==> config.mk <==
export PLATFORM = sky130hd
export DESIGN_NAME = fwd_gate
export DESIGN_NICKNAME = d
export VERILOG_FILES = /design/src/rtl/fwd_pkg.sv /design/src/rtl/fcs_crc32.sv /design/src/rtl/len_tracker.sv /design/src/rtl/err_counters.sv /design/src/rtl/fwd_gate.sv
export SDC_FILE = /design/constraint.sdc
export NUM_CORES = 1
export LEC_CHECK = 0
export BUFFER_PORTS_ARGS = -buffer_cell sky130_fd_sc_hd__clkbuf_2
export CORE_MARGIN = 1.5
export CORE_UTILIZATION = 60
export CTS_CLUSTER_DIAMETER = 150
export DETAILED_ROUTE_END_ITERATION = 7
export HOLD_SLACK_MARGIN = 0.08
export PLACE_DENSITY = 0.81
export SLEW_MARGIN = 20
export SYNTH_ARGS = -nofsm -noshare
export SYNTH_HDL_FRONTEND = slang
export SYNTH_HIERARCHICAL = 1
export SYNTH_SLANG_ARGS = --single-unit
==> constraint.sdc <==
create_clock -name clk -period 6.05 [get_ports clk]
set_input_delay 0.605 -clock clk [delete_from_list [all_inputs] [get_ports clk]]
set_output_delay 0.605 -clock clk [all_outputs]
set_load 0.005 [all_outputs]
==> src/rtl/fwd_pkg.sv <==
`timescale 1ns/1ps
package fwd_pkg;
  typedef enum logic [1:0] {
    FM_CUT       = 2'd0,
    FM_FRAG      = 2'd1,
    FM_STORE     = 2'd2,
    FM_STORE_ALT = 2'd3
  } fwd_mode_e;

  localparam int ERR_RUNT  = 0;
  localparam int ERR_GIANT = 1;
  localparam int ERR_CRC   = 2;
  localparam int ERR_NUM   = 3;
endpackage

==> src/rtl/fcs_crc32.sv <==
`timescale 1ns/1ps
module fcs_crc32 #(
  parameter logic [31:0] POLY_REFL = 32'hEDB88320,
  parameter logic [31:0] RESIDUE   = 32'hDEBB20E3
) (
  input  logic       clk,
  input  logic       rst_n,
  input  logic       en,
  input  logic       restart,
  input  logic [7:0] data,
  output logic       ok_nxt
);
  logic [31:0] crc_q;
  logic [31:0] crc_nxt;

  // one byte per cycle, least significant bit first, reflected register
  always_comb begin
    crc_nxt = restart ? 32'hFFFF_FFFF : crc_q;
    for (int b = 0; b < 8; b++) begin
      crc_nxt = (crc_nxt[0] ^ data[b]) ? ((crc_nxt >> 1) ^ POLY_REFL) : (crc_nxt >> 1);
    end
  end

  assign ok_nxt = (crc_nxt == RESIDUE);

  always_ff @(posedge clk) begin
    if (!rst_n)  crc_q <= 32'hFFFF_FFFF;
    else if (en) crc_q <= crc_nxt;
  end
endmodule

==> src/rtl/len_tracker.sv <==
`timescale 1ns/1ps
module len_tracker #(
  parameter int MIN_LEN = 64,
  parameter int MAX_LEN = 1518,
  localparam int LW = $clog2(MAX_LEN + 2)
) (
  input  logic          clk,
  input  logic          rst_n,
  input  logic          en,
  input  logic          restart,
  output logic [LW-1:0] len_nxt,
  output logic          runt,
  output logic          giant
);
  localparam logic [LW-1:0] SAT = LW'(MAX_LEN + 1);

  logic [LW-1:0] len_q;

  // length including the byte now on the input; sticks one above the maximum
  always_comb begin
    if (restart)           len_nxt = LW'(1);
    else if (len_q == SAT) len_nxt = len_q;
    else                   len_nxt = len_q + LW'(1);
  end

  assign runt  = len_nxt < LW'(MIN_LEN);
  assign giant = len_nxt > LW'(MAX_LEN);

  always_ff @(posedge clk) begin
    if (!rst_n)  len_q <= '0;
    else if (en) len_q <= len_nxt;
  end
endmodule

==> src/rtl/err_counters.sv <==
`timescale 1ns/1ps
module err_counters #(
  parameter int NUM = 3,
  parameter int CW  = 16
) (
  input  logic                    clk,
  input  logic                    rst_n,
  input  logic [NUM-1:0]          inc,
  output logic [NUM-1:0][CW-1:0]  cnt
);
  for (genvar i = 0; i < NUM; i++) begin : g_cnt
    always_ff @(posedge clk) begin
      if (!rst_n)
        cnt[i] <= '0;
      else if (inc[i] && (cnt[i] != {CW{1'b1}}))
        cnt[i] <= cnt[i] + CW'(1);
    end
  end
endmodule

==> src/rtl/fwd_gate.sv <==
`timescale 1ns/1ps
module fwd_gate
  import fwd_pkg::*;
#(
  parameter int CUT_LEN  = 6,
  parameter int FRAG_LEN = 64,
  parameter int MIN_LEN  = 64,
  parameter int MAX_LEN  = 1518,
  parameter int CW       = 16
) (
  input  logic          clk,
  input  logic          rst_n,
  input  logic [1:0]    mode_i,
  input  logic          in_valid,
  output logic          in_ready,
  input  logic          in_sof,
  input  logic          in_eof,
  input  logic [7:0]    in_data,
  output logic          fwd_start,
  output logic          frm_good,
  output logic          frm_discard,
  output logic          late_err,
  output logic [CW-1:0] cnt_runt,
  output logic [CW-1:0] cnt_giant,
  output logic [CW-1:0] cnt_crc
);
  localparam int LW = $clog2(MAX_LEN + 2);

  logic          ready_q, active_q, rel_q;
  fwd_mode_e     mode_q, cur_mode;
  logic          take, was_rel, thr_hit, early, fin, bad;
  logic          crc_ok, runt, giant;
  logic [LW-1:0] len_nxt;
  logic [ERR_NUM-1:0]          err_inc;
  logic [ERR_NUM-1:0][CW-1:0]  err_cnt;

  assign in_ready = ready_q;

  // a byte counts only if it opens a frame or belongs to an open one
  assign take     = in_valid && ready_q && (in_sof || active_q);
  assign cur_mode = in_sof ? fwd_mode_e'(mode_i) : mode_q;
  assign was_rel  = !in_sof && rel_q;

  always_comb begin
    case (cur_mode)
      FM_CUT:  thr_hit = (len_nxt == LW'(CUT_LEN));
      FM_FRAG: thr_hit = (len_nxt == LW'(FRAG_LEN));
      default: thr_hit = 1'b0;
    endcase
  end

  assign early = take && !in_eof && !was_rel && thr_hit;
  assign fin   = take && in_eof;
  assign bad   = runt || giant || !crc_ok;

  assign err_inc[ERR_RUNT]  = fin && runt;
  assign err_inc[ERR_GIANT] = fin && !runt && giant;
  assign err_inc[ERR_CRC]   = fin && !runt && !giant && !crc_ok;

  fcs_crc32 u_crc (
    .clk     (clk),
    .rst_n   (rst_n),
    .en      (take),
    .restart (in_sof),
    .data    (in_data),
    .ok_nxt  (crc_ok)
  );

  len_tracker #(.MIN_LEN(MIN_LEN), .MAX_LEN(MAX_LEN)) u_len (
    .clk     (clk),
    .rst_n   (rst_n),
    .en      (take),
    .restart (in_sof),
    .len_nxt (len_nxt),
    .runt    (runt),
    .giant   (giant)
  );

  err_counters #(.NUM(ERR_NUM), .CW(CW)) u_cnt (
    .clk   (clk),
    .rst_n (rst_n),
    .inc   (err_inc),
    .cnt   (err_cnt)
  );

  assign cnt_runt  = err_cnt[ERR_RUNT];
  assign cnt_giant = err_cnt[ERR_GIANT];
  assign cnt_crc   = err_cnt[ERR_CRC];

  always_ff @(posedge clk) begin
    if (!rst_n) begin
      ready_q     <= 1'b0;
      active_q    <= 1'b0;
      rel_q       <= 1'b0;
      mode_q      <= FM_CUT;
      fwd_start   <= 1'b0;
      frm_good    <= 1'b0;
      frm_discard <= 1'b0;
      late_err    <= 1'b0;
    end else begin
      ready_q <= 1'b1;
      if (take) begin
        mode_q   <= cur_mode;
        active_q <= !in_eof;
        rel_q    <= !in_eof && (was_rel || early);
      end
      fwd_start   <= early || (fin && !was_rel && !bad);
      frm_good    <= fin && !bad;
      frm_discard <= fin && !was_rel && bad;
      late_err    <= fin && was_rel && bad;
    end
  end
endmodule

==> out/metrics.yaml <==
place:
  port_buffers: 67
  dpl_worst_slack_ns: 1.530
  place_congestion: 0.9839
  dp_hpwl_um: 11110
power:
  ir_drop_v: 0.0001285
  swShare_pct: 31.75
  p_comb_share_pct: 24.2
  p_clk_share_pct: 30.0
  p_switching_w: 0.0004862
  p_per_area_nw_per_um2: 214.2
  pwr-share-seq_pct: 45.8
  leakage_nw: 2.672
  p_int_w: 0.001045
grt:
  grt-busiest-layer: "met2"
  grt_max_degree: 74
  grt_pass1_wl_um: 25700
  grt-ovfl-total: 0
  grt.total_usage_pct: 27.52
  grt_pass1_vias: 5449
  antenna_found_initial: 0
  grt_use_met3_pct: 3.496
  grtUsageMet1_pct: 35.53
  use_met2_pct: 45.80
timing:
  skew_ns: 0.004920
  fin_crit_sh_pct: 69.58
  setup_viol: 0
  fin_crit_ns: 4.210
  fmax_mhz: 237.5
  relSlewSlack_pct: 40.73
  worst_pin_slew_ns: 0.8779
  fin_setup_tns_ns: 0
  setup_ws_ns: 1.840
  hold_viol_final: 0
  rsz0062_at_grt: "no"
  whs_ns: 0.4902
  drv_slew: 0
worst_setup_path:
  start_kind: "flip-flop"
  slowest_stage: "xnor3_2"
  critical_path_buf_inv_count: 0
  required_ns: 6.38
  crit_path_max_fanout: 6
  crit_arrival_ns: 4.54
  crit_path_max_incr_delay_ns: 0.52
  path_cells: "nor2_1, xnor2_1, xor3_2, xnor3_2, mux2_2, nand3_1, a2111oi_2, nor4_1, and3_1, nand2_1, a2111oi_0, mux2i_1"
  path_delay_family: "XOR/XNOR gates"
  critPathKind: "flip-flop to flip-flop"
  critPathCaptureType: "flip-flop"
yosys:
  synth_top_area_share_pct: 30.12
  syn_nets: 808
  synth_edf_count: 0
  ys_ff_latch: 100
  syn_inst: 788
  syn_avg_cell_area_um2: 8.434
  synth.most_common_cell: "nand2_1"
  ys_async_sr_fraction_pct: 0
  netlist_area_um2: 6646
  synthFlopType: "dfxtp_1"
  synth_top_area_cell: "dfxtp_1"
  synth_commonest_cells: "nand2_1, dfxtp_1, xnor2_1"
  ys_types: 85
  synth_seq_area_share_pct: 30.12
  netlist_top_cells_area: "dfxtp_1, xnor2_1, mux2i_1"
  yosysWarnings: 6
flow_run:
  drv_cap: 0
clock_network:
  cts-buffers-inserted: 9
  tritoncts: "done"
  postCtsSetupBuffers: 0
  cts_root_buf: "clkbuf_8"
  clockBufferDepth: 2
  cts.htree.levels: 3
  clk_latency_ns: 0.39
  ctsResizeCount: 0
  clk_pin_slew_ns: 0.10
  clock_sinks: 100
  cts_hold_buffers: 0
routing:
  drt_iter0_drc: 467
  route.detailed.drc: 0
  vias_per_cell: 6.089
  wl_um: 15630
  ant_nets: 0
  drt_pass1_iterations: 5
  routedWlPerCell_um: 16.07
  dr_total_vias: 5925
layout:
  nNetsFinal: 848
  area_growth_pct: 7.568
  drive_above_1_share_pct: 14.89
  n_antenna_cell: 0
die:
  die_h_um: 108.3
  coreArea_um2: 10840
  die_area_um2: 11720
  start_util_pct: 61.31
  die-width_um: 108.3
  io_pins: 68
  rows: 38
hold_path:
  hp-class: "flip-flop to flip-flop"
outcome:
  status: "finished clean"
-- registers in the layout, summed over array words and instances (netlist names), 2 cells and up --
| signal | cells |
|---|---|
| mode_q | 2 |
| u_crc/crc_q | 32 |
| u_len/len_q | 11 |
| u_cnt/cnt | 48 |
-- per-stage QoR --
| step | total power (W) | cell area (um^2) | cells | util (%) |
|---|---|---|---|---|
| global placement | 0.001067 | 6938 | 957 | 64.00 |
| detailed placement | 0.001078 | 6938 | 957 | 64.00 |
| CTS | 0.001536 | 7149 | 973 | 65.95 |
| finish | 0.001531 | 7149 | 973 | 65.95 |
| global route | 0.001602 | 7149 | 973 | 65.95 |
| floorplan | 0.001009 | 6646 | 788 | - |
-- power by group through the flow --
| stage | logic (W) | registers [W] | clock network [W] |
|---|---|---|---|
| after CTS | 0.000366 | 0.000700 | 0.000470 |
| final | 0.000371 | 0.000701 | 0.000460 |
| after floorplan | 0.000307 | 0.000702 | 0 |
| after global routing | 0.000403 | 0.000703 | 0.000496 |
| after detailed placement | 0.000363 | 0.000715 | 0 |
| after global placement | 0.000353 | 0.000714 | 0 |
-- routing by layer --
| layer | wire, um | up-vias |
|---|---|---|
| met4 | 457 | 0 |
| met3 | 642 | 45 |
| li1 | - | 2879 |
| met1 | 7095 | 2814 |
| met2 | 7438 | 187 |
| met5 | 0 | - |
-- final cells by class --
cell class,count,area [um^2]
Multi-Input combinational cell,633,4347
Fill cell,911,3691
Sequential cell,100,2002
Timing Repair Buffer,71,365.4
Tap cell,140,175.2
Clock buffer,9,123.9
Clock inverter,7,87.58
Inverter,13,48.80
-- path summary, 6_finish.rpt --
| path | start | end | slack, ns | cells past startpoint |
|---|---|---|---|---|
| worst max-delay path | u_crc/crc_q[5] | u_cnt/cnt[43] | 1.84 | 12 |
| worst min-delay path | u_crc/crc_q[15] | u_crc/crc_q[15] | 0.49 | 2 |
| worst max register to register | u_crc/crc_q[5] | u_cnt/cnt[43] | 1.84 | 12 |
| worst min register to register | u_crc/crc_q[15] | u_crc/crc_q[15] | 0.49 | 2 |
-- kinds of logic (layout without fill, tap and decap cells) --
kind of cell / count (synthesis) / count (layout) / share of synthesized area (%)
adders and majority gates: 5 / 5 / 0.9413
buffers and inverters: 55 / 100 / 4.480
muxes: 55 / 55 / 8.302
xor gates and xnor gates: 103 / 103 / 15.78
and+or+nand+nor: 339 / 339 / 27.15
DFF: 100 / 100 / 30.12
AOI/OAI and AO/OA: 131 / 131 / 13.23
-- worst register-to-register path: cells and delay by family, from the launching register on --
kind	cells	cell delay, ns
compound gates	2	0.59
xor+xnor	3	1.31
flops	1	0.51
mux	2	0.58
simple gates	5	1.19
-- layout by cell type (no fill, tap or decap), drive strengths merged, types with 6 or more instances in the layout --
master	Yosys	layout
a211oi	7	7
a21o	6	6
a21oi	37	37
a31oi	7	7
and3	13	13
and4	6	6
clkbuf	18	75
dfxtp	100	100
inv	12	13
mux2i	54	54
nand2	102	102
nand2b	21	21
nand3	29	29
nand4	18	18
nor2	59	59
nor2b	21	21
nor3	12	12
nor4	13	13
o21ai	31	31
o31ai	14	14
or3	11	11
or4	14	14
xnor2	72	72
xor2	23	23
Power figures use the tool's default switching activity.
